--- config.mk ---
export PLATFORM = sky130hd
export DESIGN_NAME = pme_status_tracker
export DESIGN_NICKNAME = d
export VERILOG_FILES = /design/src/rtl/pme_pkg.sv /design/src/rtl/pme_rid_fifo.sv /design/src/rtl/pme_notify.sv /design/src/rtl/pme_status_tracker.sv
export SDC_FILE = /design/constraint.sdc
export NUM_CORES = 1
export LEC_CHECK = 0
export ABC_AREA = 1
export BUFFER_PORTS_ARGS = -buffer_cell sky130_fd_sc_hd__buf_4
export CORE_UTILIZATION = 50
export CTS_CLUSTER_DIAMETER = 200
export DETAILED_ROUTE_END_ITERATION = 6
export PLACE_DENSITY = 0.71
export SETUP_SLACK_MARGIN = 0.15
export SLEW_MARGIN = 10
export SYNTH_ARGS = -nofsm -noshare
export SYNTH_HDL_FRONTEND = slang
export SYNTH_SLANG_ARGS = --single-unit
--- constraint.sdc ---
create_clock -name clk -period 4.19 [get_ports clk]
set_input_delay 0.419 -clock clk [delete_from_list [all_inputs] [get_ports clk]]
set_output_delay 0.419 -clock clk [all_outputs]
set_load 0.005 [all_outputs]
--- src/rtl/pme_pkg.sv ---
package pme_pkg;
    localparam int RID_W   = 16;
    localparam int REG_W   = 32;
    localparam int STAT_BIT = RID_W;
    localparam int PEND_BIT = RID_W + 1;
    localparam int RSVD_W  = REG_W - RID_W - 2;

    typedef logic [RID_W-1:0] rid_t;
endpackage

--- src/rtl/pme_rid_fifo.sv ---
module pme_rid_fifo #(
    parameter int W     = 16,
    parameter int DEPTH = 4
) (
    input  logic         clk,
    input  logic         rst_n,
    input  logic         push,
    input  logic [W-1:0] din,
    input  logic         pop,
    output logic [W-1:0] dout,
    output logic         empty,
    output logic         full
);
    localparam int PW = (DEPTH > 1) ? $clog2(DEPTH) : 1;
    localparam int CW = $clog2(DEPTH + 1);

    typedef struct packed {
        logic [PW-1:0] wp;
        logic [PW-1:0] rp;
        logic [CW-1:0] cnt;
    } fifo_st_t;

    fifo_st_t s_d, s_q;
    logic [W-1:0] mem_q [DEPTH];

    function automatic logic [PW-1:0] bump(input logic [PW-1:0] p);
        return (p == PW'(DEPTH - 1)) ? '0 : p + 1'b1;
    endfunction

    assign empty = (s_q.cnt == '0);
    assign full  = (s_q.cnt == CW'(DEPTH));
    assign dout  = mem_q[s_q.rp];

    always_comb begin
        s_d = s_q;
        if (push) s_d.wp = bump(s_q.wp);
        if (pop)  s_d.rp = bump(s_q.rp);
        if (push && !pop)      s_d.cnt = s_q.cnt + 1'b1;
        else if (pop && !push) s_d.cnt = s_q.cnt - 1'b1;
    end

    always_ff @(posedge clk) begin
        if (!rst_n) s_q <= '0;
        else        s_q <= s_d;
    end

    always_ff @(posedge clk) begin
        if (push) mem_q[s_q.wp] <= din;
    end
endmodule

--- src/rtl/pme_notify.sv ---
module pme_notify (
    input  logic clk,
    input  logic rst_n,
    input  logic stat_cur,
    input  logic stat_nxt,
    input  logic int_en,
    input  logic gpe_en,
    output logic irq,
    output logic gpe_assert_req,
    output logic gpe_deassert_req
);
    typedef struct packed {
        logic irq;
        logic ga;
        logic gd;
    } ntf_t;

    ntf_t n_d, n_q;
    logic rise, fall;

    assign rise = stat_nxt & ~stat_cur;
    assign fall = stat_cur & ~stat_nxt;

    always_comb begin
        n_d     = n_q;
        n_d.ga  = gpe_en & rise;
        n_d.gd  = gpe_en & fall;
        if (int_en && rise)      n_d.irq = 1'b1;
        else if (int_en && fall) n_d.irq = 1'b0;
    end

    always_ff @(posedge clk) begin
        if (!rst_n) n_q <= '0;
        else        n_q <= n_d;
    end

    assign irq              = n_q.irq;
    assign gpe_assert_req   = n_q.ga;
    assign gpe_deassert_req = n_q.gd;
endmodule

--- src/rtl/pme_status_tracker.sv ---
module pme_status_tracker
    import pme_pkg::*;
#(
    parameter int QDEPTH = 4
) (
    input  logic             clk,
    input  logic             rst_n,
    input  logic             evt_valid,
    input  logic [RID_W-1:0] evt_rid,
    input  logic             reg_wr,
    input  logic [REG_W-1:0] reg_wdata,
    input  logic             reg_rd,
    output logic [REG_W-1:0] reg_rdata,
    input  logic             int_en,
    input  logic             gpe_en,
    output logic             irq,
    output logic             gpe_assert_req,
    output logic             gpe_deassert_req,
    output logic             overflow
);
    typedef struct packed {
        logic             stat;
        logic             hold;
        rid_t             rid;
        logic             ovf;
        logic [REG_W-1:0] rdata;
    } trk_t;

    trk_t t_d, t_q;

    logic fifo_push, fifo_pop, fifo_empty, fifo_full, want_push, clr;
    rid_t fifo_dout;
    logic status_bit, pending_bit;
    logic unused_wdata;

    assign unused_wdata = ^{reg_wdata[REG_W-1:STAT_BIT+1], reg_wdata[STAT_BIT-1:0]};
    assign clr          = reg_wr & reg_wdata[STAT_BIT] & t_q.stat;
    assign status_bit   = t_q.stat;
    assign pending_bit  = ~fifo_empty;

    always_comb begin
        t_d       = t_q;
        want_push = 1'b0;
        fifo_pop  = 1'b0;
        if (t_q.stat) begin
            if (clr) begin
                t_d.stat = 1'b0;
                if (evt_valid && fifo_empty) begin
                    t_d.rid  = evt_rid;
                    t_d.hold = 1'b1;
                end else begin
                    want_push = evt_valid;
                end
            end else begin
                want_push = evt_valid;
            end
        end else if (t_q.hold) begin
            t_d.stat  = 1'b1;
            t_d.hold  = 1'b0;
            want_push = evt_valid;
        end else if (!fifo_empty) begin
            fifo_pop  = 1'b1;
            t_d.stat  = 1'b1;
            t_d.rid   = fifo_dout;
            want_push = evt_valid;
        end else if (evt_valid) begin
            t_d.stat = 1'b1;
            t_d.rid  = evt_rid;
        end

        fifo_push = want_push & (~fifo_full | fifo_pop);
        if (want_push && !fifo_push) t_d.ovf = 1'b1;

        if (reg_rd) t_d.rdata = {{RSVD_W{1'b0}}, pending_bit, t_q.stat, t_q.rid};
    end

    always_ff @(posedge clk) begin
        if (!rst_n) t_q <= '0;
        else        t_q <= t_d;
    end

    pme_rid_fifo #(.W(RID_W), .DEPTH(QDEPTH)) u_fifo (
        .clk   (clk),
        .rst_n (rst_n),
        .push  (fifo_push),
        .din   (evt_rid),
        .pop   (fifo_pop),
        .dout  (fifo_dout),
        .empty (fifo_empty),
        .full  (fifo_full)
    );

    pme_notify u_notify (
        .clk              (clk),
        .rst_n            (rst_n),
        .stat_cur         (t_q.stat),
        .stat_nxt         (t_d.stat),
        .int_en           (int_en),
        .gpe_en           (gpe_en),
        .irq              (irq),
        .gpe_assert_req   (gpe_assert_req),
        .gpe_deassert_req (gpe_deassert_req)
    );

    assign reg_rdata = t_q.rdata;
    assign overflow  = t_q.ovf;
endmodule

=== Yosys cells after proc, flatten, opt, wreduce, memory -nomap -nowiden ===
Memory sizes are Yosys's and may differ from the RTL's. A register that Yosys moved wholly into a read port is not among the register bits.
Cells that the tools add are included.

* Flip-flop bits (word level): 47
* Bits in writable memories: 64
* Output and inout port bits: 36
* Word-level logic and storage cells: 76
* Memories kept: 1

{| class="wikitable"
|+ Memories
! name !! words !! width !! read ports !! clocked after memory_dff !! write ports !! line !! RTL
|-
| u_fifo.mem_q || 4 || 16 || 1 || 1 || 1 || pme_rid_fifo.sv:24 || <nowiki>logic [W-1:0] mem_q [DEPTH];</nowiki>
|}

* Add/sub/neg operators: 4
* Equal/unequal tests: 7
* Mux-type cells: 27
* Bitwise logic cells: 12
* Reduce and logical (&&, ||, !) cells: 14

{| class="wikitable"
|+ Operator list
! cell !! number
|-
| $mux W16 || 3
|-
| $mux W18 || 2
|-
| $mux W17 || 1
|-
| $mux W1 || 15
|-
| $mux W2 || 4
|-
| $and A1 B1 Y1 || 7
|-
| $logic_and A1 B1 Y1 || 6
|-
| $mux W3 || 2
|-
| $ne A2 B1 Y1 const B || 3
|-
| $add A2 B1 Y2 const B || 2
|-
| $eq A2 B2 Y1 const B || 2
|-
| $not A1 Y1 || 4
|-
| $reduce_and A2 Y1 || 2
|-
| $reduce_and A4 Y1 || 1
|-
| $reduce_bool A2 Y1 || 2
|-
| $add A3 B1 Y3 const B || 1
|-
| $eq A3 B3 Y1 const B || 1
|-
| $logic_not A3 Y1 || 1
|-
| $ne A3 B3 Y1 const B || 1
|-
| $sub A3 B1 Y3 const B || 1
|-
| $logic_not A1 Y1 || 2
|-
| $or A1 B1 Y1 || 1
|}

=== Longest topological paths before layout ===
Gate-level depths: netlist (run 1).

* Depth after elaboration: 10
* Depth in mapped cells: 13
* Depth with buffers taken out: 13

=== Hierarchy ===
Synthesis (run 1) repeated with hierarchy kept, for this count alone.

* Cell total of the unflattened synthesis: 568
* Area, all modules: 5201.2 um^2

{| class="wikitable"
|+ Modules (own cells, without submodules)
! module !! instances !! cells an instance !! area each (um^2) !! seq. area each (um^2)
|-
| pme_rid_fifo || 1 || 213 || 2925.3 || 2102.0
|-
| pme_status_tracker || 1 || 341 || 2157.1 || 740.7
|-
| pme_notify || 1 || 14 || 118.9 || 60.1
|}

=== Worst setup path after synthesis (run 1) ===
No wires, ideal clock.

* Path type: flip-flop to flip-flop
* From: register u_fifo.s_q[0] (netlist name)
* To: register u_fifo.s_q[2] (netlist name)
* Library setup time: 0.132 ns
* Arrival time: 1.918 ns
* Slack: 2.140 ns
* Cell stages (with the launch flop): 13
* Buffers on the path: 1
* Period minus slack after synthesis: 2.050 ns
* Cells stage by stage: dfxtp_1 > nor2_4 > buf_2 > nand3_1 > nand3_2 > inv_1 > ha_1 > inv_1 > fa_1 > a21oi_1 > o21ai_0 > o21ai_0 > a21oi_1

* Longest elaborated chain between the ends: 9

{| class="wikitable"
|+ Ends and longest elaborated chain
! what !! line !! RTL
|-
| start: declaration || pme_rid_fifo.sv:23 || <nowiki>fifo_st_t s_d, s_q;</nowiki>
|-
| start signal: assignment || pme_rid_fifo.sv:43 || <nowiki>if (!rst_n) s_q <= '0;</nowiki>
|-
| start signal: assignment || pme_rid_fifo.sv:44 || <nowiki>else s_q <= s_d;</nowiki>
|-
| $logic_not A3 Y1 || pme_rid_fifo.sv:30 || <nowiki>assign empty = (s_q.cnt == '0);</nowiki>
|-
| $mux W1 / $logic_and A1 B1 Y1 (equally long branches) || pme_status_tracker.sv:61, pme_status_tracker.sv:48 ||
|-
| $mux W1 (on tied branches) || pme_status_tracker.sv:57, pme_status_tracker.sv:48 ||
|-
| $mux W1 (on tied branches) || pme_status_tracker.sv:45, pme_status_tracker.sv:46 ||
|-
| $or A1 B1 Y1 / $mux W1 (equally long branches) || pme_status_tracker.sv:71, pme_status_tracker.sv:45 ||
|-
| $and A1 B1 Y1 * || pme_status_tracker.sv:71 || <nowiki>fifo_push = want_push & (~fifo_full | fifo_pop);</nowiki>
|-
| named net fifo_push || pme_status_tracker.sv:31 || <nowiki>logic fifo_push, fifo_pop, fifo_empty, fifo_full, want_push, clr;</nowiki>
|-
| $logic_not A1 Y1 || pme_rid_fifo.sv:39 || <nowiki>else if (pop && !push) s_d.cnt = s_q.cnt - 1'b1;</nowiki>
|-
| $logic_and A1 B1 Y1 || pme_rid_fifo.sv:39 ||
|-
| $reduce_bool A2 Y1 (no source line) || -- ||
|}

Mark *: on every way through the listed nets, which the timed path passes. The rest lies on a longest branch. The select of a mux whose other input is x is not followed.
A chain may end at the register's enable or synchronous reset.

=== Final worst setup path (run 1) ===
* From: register t_q (netlist bit status_bit)
* To: register u_fifo.s_q[2] (netlist name)

* Longest elaborated chain between the ends: 7

{| class="wikitable"
|+ Ends and longest elaborated chain
! what !! line !! RTL
|-
| start: declaration || pme_status_tracker.sv:29 || <nowiki>trk_t t_d, t_q;</nowiki>
|-
| start signal: assignment || pme_status_tracker.sv:79 || <nowiki>else t_q <= t_d;</nowiki>
|-
| $and A1 B1 Y1 || pme_status_tracker.sv:37 || <nowiki>assign clr = reg_wr & reg_wdata[STAT_BIT] & t_q.stat;</nowiki>
|-
| $mux W1 || pme_status_tracker.sv:46 || <nowiki>if (clr) begin</nowiki>
|-
| $mux W1 || pme_status_tracker.sv:45 || <nowiki>if (t_q.stat) begin</nowiki>
|-
| $and A1 B1 Y1 * || pme_status_tracker.sv:71 ||
|-
| named net fifo_push || pme_status_tracker.sv:31 ||
|-
| $logic_not A1 Y1 || pme_rid_fifo.sv:39 ||
|-
| $logic_and A1 B1 Y1 || pme_rid_fifo.sv:39 ||
|-
| $reduce_bool A2 Y1 (no source line) || -- ||
|}

Mark *: on every way through the listed nets, which the timed path passes. The rest lies on a longest branch.

==> impl_metrics.toml, run 1 <==
[status]
status = "completed"

[clock_tree]
clk_latency_ns = 0.51
clkSinkCount = 113
clk_pin_slew_ns = 0.06
cts_made_buffers = 17
cts-htree-levels = 4
cts_setup_buffers = 0
cts_hold_buf = 0
cts_buffer_depth = 2
cts_tree = "built"
clockRootBuffer = "clkbuf_8"
post_cts_resized = 0

[sta]
max_freq_mhz = 415
hold_viol_final = 0
fin_crit_ns = 2.41
fin_crit_sh_pct = 57.6
rsz0062_at_grt = "false"
setup_tns_ns = 0
worst_pin_slew_ns = 1.05
slew_headroom_pct = 29.8
whs_ns = 0.133
setup_viol = 0
skew_ns = 0.00835
final.setup.worst_slack_ns = 1.78
drv_slew = 0

[routing]
wire_per_inst_um = 13.8
vias = 3890
drtIter0Drc = 210
drt-met1-wl_um = 4350
routed_wirelength_um = 10600
wl_met3_um = 511
ant_nets = 0
firstDrtPassIters = 5
wl_met2_um = 5490
drc = 0
vias_per_cell = 5.07
top_layer_used = "met4"

[grt]
grt_overflow = 0
grt_use_total_pct = 21.8
grt_pass1_vias = 3854
antenna_found_initial = 0
grt_max_degree = 34
grt_pass1_wl_um = 18300

[synth]
syn_area_um2 = 5190
syn_inst = 601
avgSynthCellArea_um2 = 8.63
yosysSeqAreaShare_pct = 56.0
yosys_warnings = 0
synth.distinct_cells = 28
synth_seq_cells = 113

[power]
power_frac_comb_pct = 28.3
p_leak_nw = 2.70
power_frac_clock_pct = 34.8
power_density_nw_per_um2 = 668
sw_frac_of_total_pct = 33.9
power_mw = 4.00
p_int_mw = 2.64
p_sw_mw = 1.36
power.share.sequential_pct = 36.9
peakVddDrop_mv = 0.433

[placed_design]
preCtsSetupSlack_ns = 1.79
dpl_cell_area_um2 = 5400
dp_cells = 736
hpwl_um = 6750
place.gp.congestion = 0.752
port_buffers = 45

[cells_and_area]
multiInputGateArea_um2 = 1810
regArea_um2 = 2900
layout-drive-gt1-share_pct = 14.6
finalNonFillerCells = 768
design_area_um2 = 5990
fillCellCount = 851
fin_util_pct = 60.4
n_antenna_cell = 0
syn_to_final_growth_pct = 15.4
num-nets-final = 684

[die]
die_area_um2 = 10800
io_pins = 91
die_y_um = 104
coreArea_um2 = 9910
die_w_um = 104
fp-row-count = 36
initial_core_util_pct = 52.3

[setup_path]
max_stage_delay_ns = 0.38
crit_path_start_kind = "flop"
crit_path_cell_trace = "inv_2 -> nand2_1 -> nand3_1 -> nand3_2 -> inv_1 -> ha_1 -> inv_1 -> fa_1 -> a21oi_1 -> o21ai_0 -> o21ai_0 -> a21oi_1"
slowest_stage = "fa_1"
critPathKind = "reg -> reg"
cpLargestDelayFamily = "adder cells"
critPathRequiredTime_ns = 4.57
cp.arrival_ns = 2.80
crit_buf_inv = 3
path_max_fanout = 20
cp-end-kind = "flop"

[flow_run]
drv_cap = 0

[hold_path]
min_path_type = "in -> reg"
## routing by layer
metal / vias up / track usage (%)
li1: 1927 / -
met1: 1827 / 24.7
met2: 115 / 39.0
met3: 21 / 5.01
met4: 0 / 9.49
met5: - / 0
## synth_stat cells
master	number	area share, %
a211oi_1	1	0.14
a21oi_1	6	0.58
buf_1	1	0.072
buf_2	15	1.4
buf_4	32	4.6
buf_6	1	0.22
clkbuf_1	11	0.80
clkinv_1	1	0.072
conb_1	1	0.072
dfxtp_1	49	19
edfxtp_1	64	37
fa_1	1	0.39
ha_1	6	1.4
inv_1	37	2.7
inv_2	4	0.29
nand2_1	170	12
nand2_2	2	0.24
nand3_1	52	5.0
nand3_2	3	0.58
nand3b_1	16	2.3
nand4_1	2	0.24
nor2_1	95	6.9
nor2_4	2	0.43
nor2_8	1	0.39
nor3_1	1	0.096
nor4_1	1	0.12
o211a_1	1	0.19
o21ai_0	25	2.4
## sequential cells by signal (all words and copies together), names as in the netlist, named ones only
register                   count
u_notify.irq                   1
status_bit                     1
t_q                           17
u_fifo.mem_q                  64
u_notify.gpe_assert_req        1
overflow                       1
u_notify.gpe_deassert_req      1
reg_rdata                     18
u_fifo.s_q                     7
## path summary, 6_finish.rpt
check | from | endpoint | slack (ns) | depth (start not counted)
setup / recovery | status_bit$_SDFF_PN0_ | u_fifo.s_q[2]$_SDFFE_PN0P_ | 1.78 | 12
hold reg to reg | overflow$_SDFFE_PN0P_ | overflow$_SDFFE_PN0P_ | 0.47 | 2
hold / removal | evt_rid[10] | u_fifo.mem_q[2][10]$_DFFE_PP_ | 0.13 | 1
setup reg to reg | status_bit$_SDFF_PN0_ | u_fifo.s_q[2]$_SDFFE_PN0P_ | 1.78 | 12
## final cells by class
| type | count | area share (%) |
|---|---|---|
| Clock buffer | 17 | 6.92 |
| Clock inverter | 15 | 2.80 |
| Inverter | 42 | 2.63 |
| Multi-Input combinational cell | 399 | 30.2 |
| Sequential cell | 113 | 48.5 |
| Tap cell | 133 | 2.78 |
| Timing Repair Buffer | 49 | 6.15 |
## logic make-up (layout without fill, tap and decap cells)
family / after synthesis / after routing / synth area share [%]
other cells: 1 / 14 / 0.0723
flops: 113 / 113 / 56.0
simple gates: 345 / 345 / 28.6
compound gates: 33 / 33 / 3.33
fa+ha+maj: 7 / 7 / 1.83
buf+inv: 102 / 123 / 10.2
## power by group through the flow
stage	registers (mW)	clock network [mW]	logic [mW]
final	1.48	1.39	1.13
after global routing	1.50	1.46	1.32
after CTS	1.48	1.41	1.13
after detailed placement	1.50	0	1.12
after global placement	1.49	0	1.08
after floorplan	1.46	0	0.908
## worst reg2reg max path: cells and delay by family, from the launching register on
family | cells | cell delay, ns
adder cells (fa/ha/maj) | 2 | 0.52
AND/OR/NAND/NOR | 3 | 0.51
buffers and inverters | 3 | 0.46
AO/OA/AOI/OAI | 4 | 0.45
flip-flops | 1 | 0.33
## cell usage in the layout, fill, tap and decap left out, types with 4 or more instances in the layout
cell / netlist / layout
clkinvlp_4: 0 / 5
nor2_1: 95 / 93
nand2_1: 170 / 170
nand3b_1: 16 / 16
edfxtp_1: 64 / 64
buf_4: 32 / 49
nand3_1: 52 / 52
ha_1: 6 / 6
conb_1: 1 / 14
clkbuf_16: 0 / 16
inv_1: 37 / 37
o21ai_0: 25 / 25
a21oi_1: 6 / 6
dfxtp_1: 49 / 49
inv_2: 4 / 4
No activity file was read; power rests on OpenSTA's default activity.
==> inputs of run 2 (changes only) <==
Clock period 4.19 ns to 2.3 ns, I/O delays scaled along.
==> impl_metrics.toml, run 2 (synthesized netlist as in run 1, its figures left out) <==
[placed_design]
preCtsSetupSlack_ns = 0.340
dpl_cell_area_um2 = 5460
dp_cells = 744
port_buffers = 45
place.gp.congestion = 0.812
hpwl_um = 6950

[routing]
drtIter0Drc = 306
vias_per_cell = 5.04
drc = 0
vias = 4004
wire_per_inst_um = 13.9
routed_wirelength_um = 11100
ant_nets = 0
firstDrtPassIters = 4

[status]
status = "completed"

[grt]
grt_pass1_vias = 4135
use_met2_pct = 38.4
grt_use_total_pct = 21.7
grt_max_degree = 33
grt_util_met1_pct = 24.8
grt_overflow = 0
antenna_found_initial = 0
grt.busiest_layer = "met2"
grt_pass1_wl_um = 18400
globalRouteMet3Util_pct = 4.82

[sta]
setup_tns_ns = 0
setup_viol = 0
fin_crit_ns = 1.97
slew_headroom_pct = 31.6
fin_crit_sh_pct = 85.7
final.setup.worst_slack_ns = 0.328
whs_ns = 0.0467
rsz0062_at_grt = "false"
drv_slew = 0
worst_pin_slew_ns = 1.02
max_freq_mhz = 507
skew_ns = 0.00890
hold_viol_final = 0

[setup_path]
critPathRequiredTime_ns = 2.70
crit_path_start_kind = "flop"
reg2reg_slack_ns = 0.33
path_max_fanout = 4
critPathKind = "reg -> reg"
cp-end-kind = "flop"
cp.arrival_ns = 2.37

[clock_tree]
cts-htree-levels = 4
post_cts_resized = 0
cts_buffer_depth = 2
cts_tree = "built"
cts_setup_buffers = 0
clk_pin_slew_ns = 0.06
clockRootBuffer = "clkbuf_8"
clkSinkCount = 113
cts_made_buffers = 17
clk_latency_ns = 0.51

[cells_and_area]
layout-drive-gt1-share_pct = 15.3
largest_reg_flops = 64
mostFrequentLayoutCells = "170 x nand2_1, 95 x nor2_1, 64 x edfxtp_1, 57 x buf_4, 52 x nand3_1"
syn_to_final_growth_pct = 19.6
largest-register = "u_fifo.mem_q"
finalNonFillerCells = 794
final_common_cell = "nand2_1"
n_antenna_cell = 0
design_area_um2 = 6200
num-nets-final = 710

[die]
coreArea_um2 = 9910
die_y_um = 104
die_w_um = 104
io_pins = 91
die_area_um2 = 10800
fp-row-count = 36
initial_core_util_pct = 52.3

[power]
power_density_nw_per_um2 = 1180
p_leak_nw = 2.80
peakVddDrop_mv = 0.935

[flow_run]
drv_cap = 0

[hold_path]
min_path_type = "in -> reg"
==> run 2: changes by cell type in the layout (fill, tap and decap cells not counted), sizes merged <==
cell | previous run | this run
inv | 42 | 47
clkinv | 7 | 5
bufinv | 3 | 1
dlygate4sd3 | 0 | 18
clkinvlp | 5 | 4
buf | 49 | 57
==> run 2: timing repair <==
action / 4_1_cts / 5_1_grt
hold buffers: 18 / 0
hold endpoints to repair: 67 / 0
setup endpoints to repair: 0 / 0
==> run 2: final timing paths <==
kind / start / end / cells after the start
worst max-delay path: status_bit$_SDFF_PN0_ / u_fifo.s_q[2]$_SDFFE_PN0P_ / 13
worst min-delay path: reg_rd / reg_rdata[16]$_SDFFE_PN0P_ / 2
worst max register to register: status_bit$_SDFF_PN0_ / u_fifo.s_q[2]$_SDFFE_PN0P_ / 13
worst min register to register: overflow$_SDFFE_PN0P_ / overflow$_SDFFE_PN0P_ / 2
==> run 2: metal layers <==
metal / up-vias / routed length [um] / share of wire [%]
li1: 1980 / - / -
met1: 1893 / 4510 / 41
met2: 109 / 5790 / 52
met3: 22 / 520 / 4.7
met4: 0 / 241 / 2.2
met5: - / 0 / 0
==> run 2: power by group <==
group / internal, mW / leakage (nW) / switching [mW]
Sequential: 2.50 / 0.987 / 0.162
Combinational: 0.758 / 1.55 / 1.44
Clock: 1.46 / 0.264 / 0.985
Total: 4.71 / 2.80 / 2.58
==> run 2: final cells by class <==
| type | instances | area, um2 |
|---|---|---|
| Fill cell | 829 | 3710 |
| Sequential cell | 113 | 2900 |
| Multi-Input combinational cell | 399 | 1800 |
| Timing Repair Buffer | 75 | 608 |
| Clock buffer | 17 | 414 |
| Tap cell | 133 | 166 |
| Inverter | 42 | 158 |
| Clock inverter | 15 | 150 |
==> run 2: per-stage QoR <==
stage	total power [mW]	utilization, %
2_1_floorplan	4.31	-
3_3_place_gp	4.77	55.1
3_5_place_dp	4.84	55.1
4_1_cts	7.34	62.6
5_1_grt	7.77	62.6
6_report	7.30	62.6
==> run 2: critical path: stages (launching register included) <==
cell	delay (ns)
dfxtp_1	0.37
inv_2	0.05
nand2_1	0.13
nand2_1	0.07
nand3_1	0.09
nand3_2	0.08
inv_1	0.06
ha_1	0.14
inv_1	0.06
fa_1	0.37
a21oi_1	0.14
o21ai_0	0.10
o21ai_0	0.15
a21oi_1	0.05
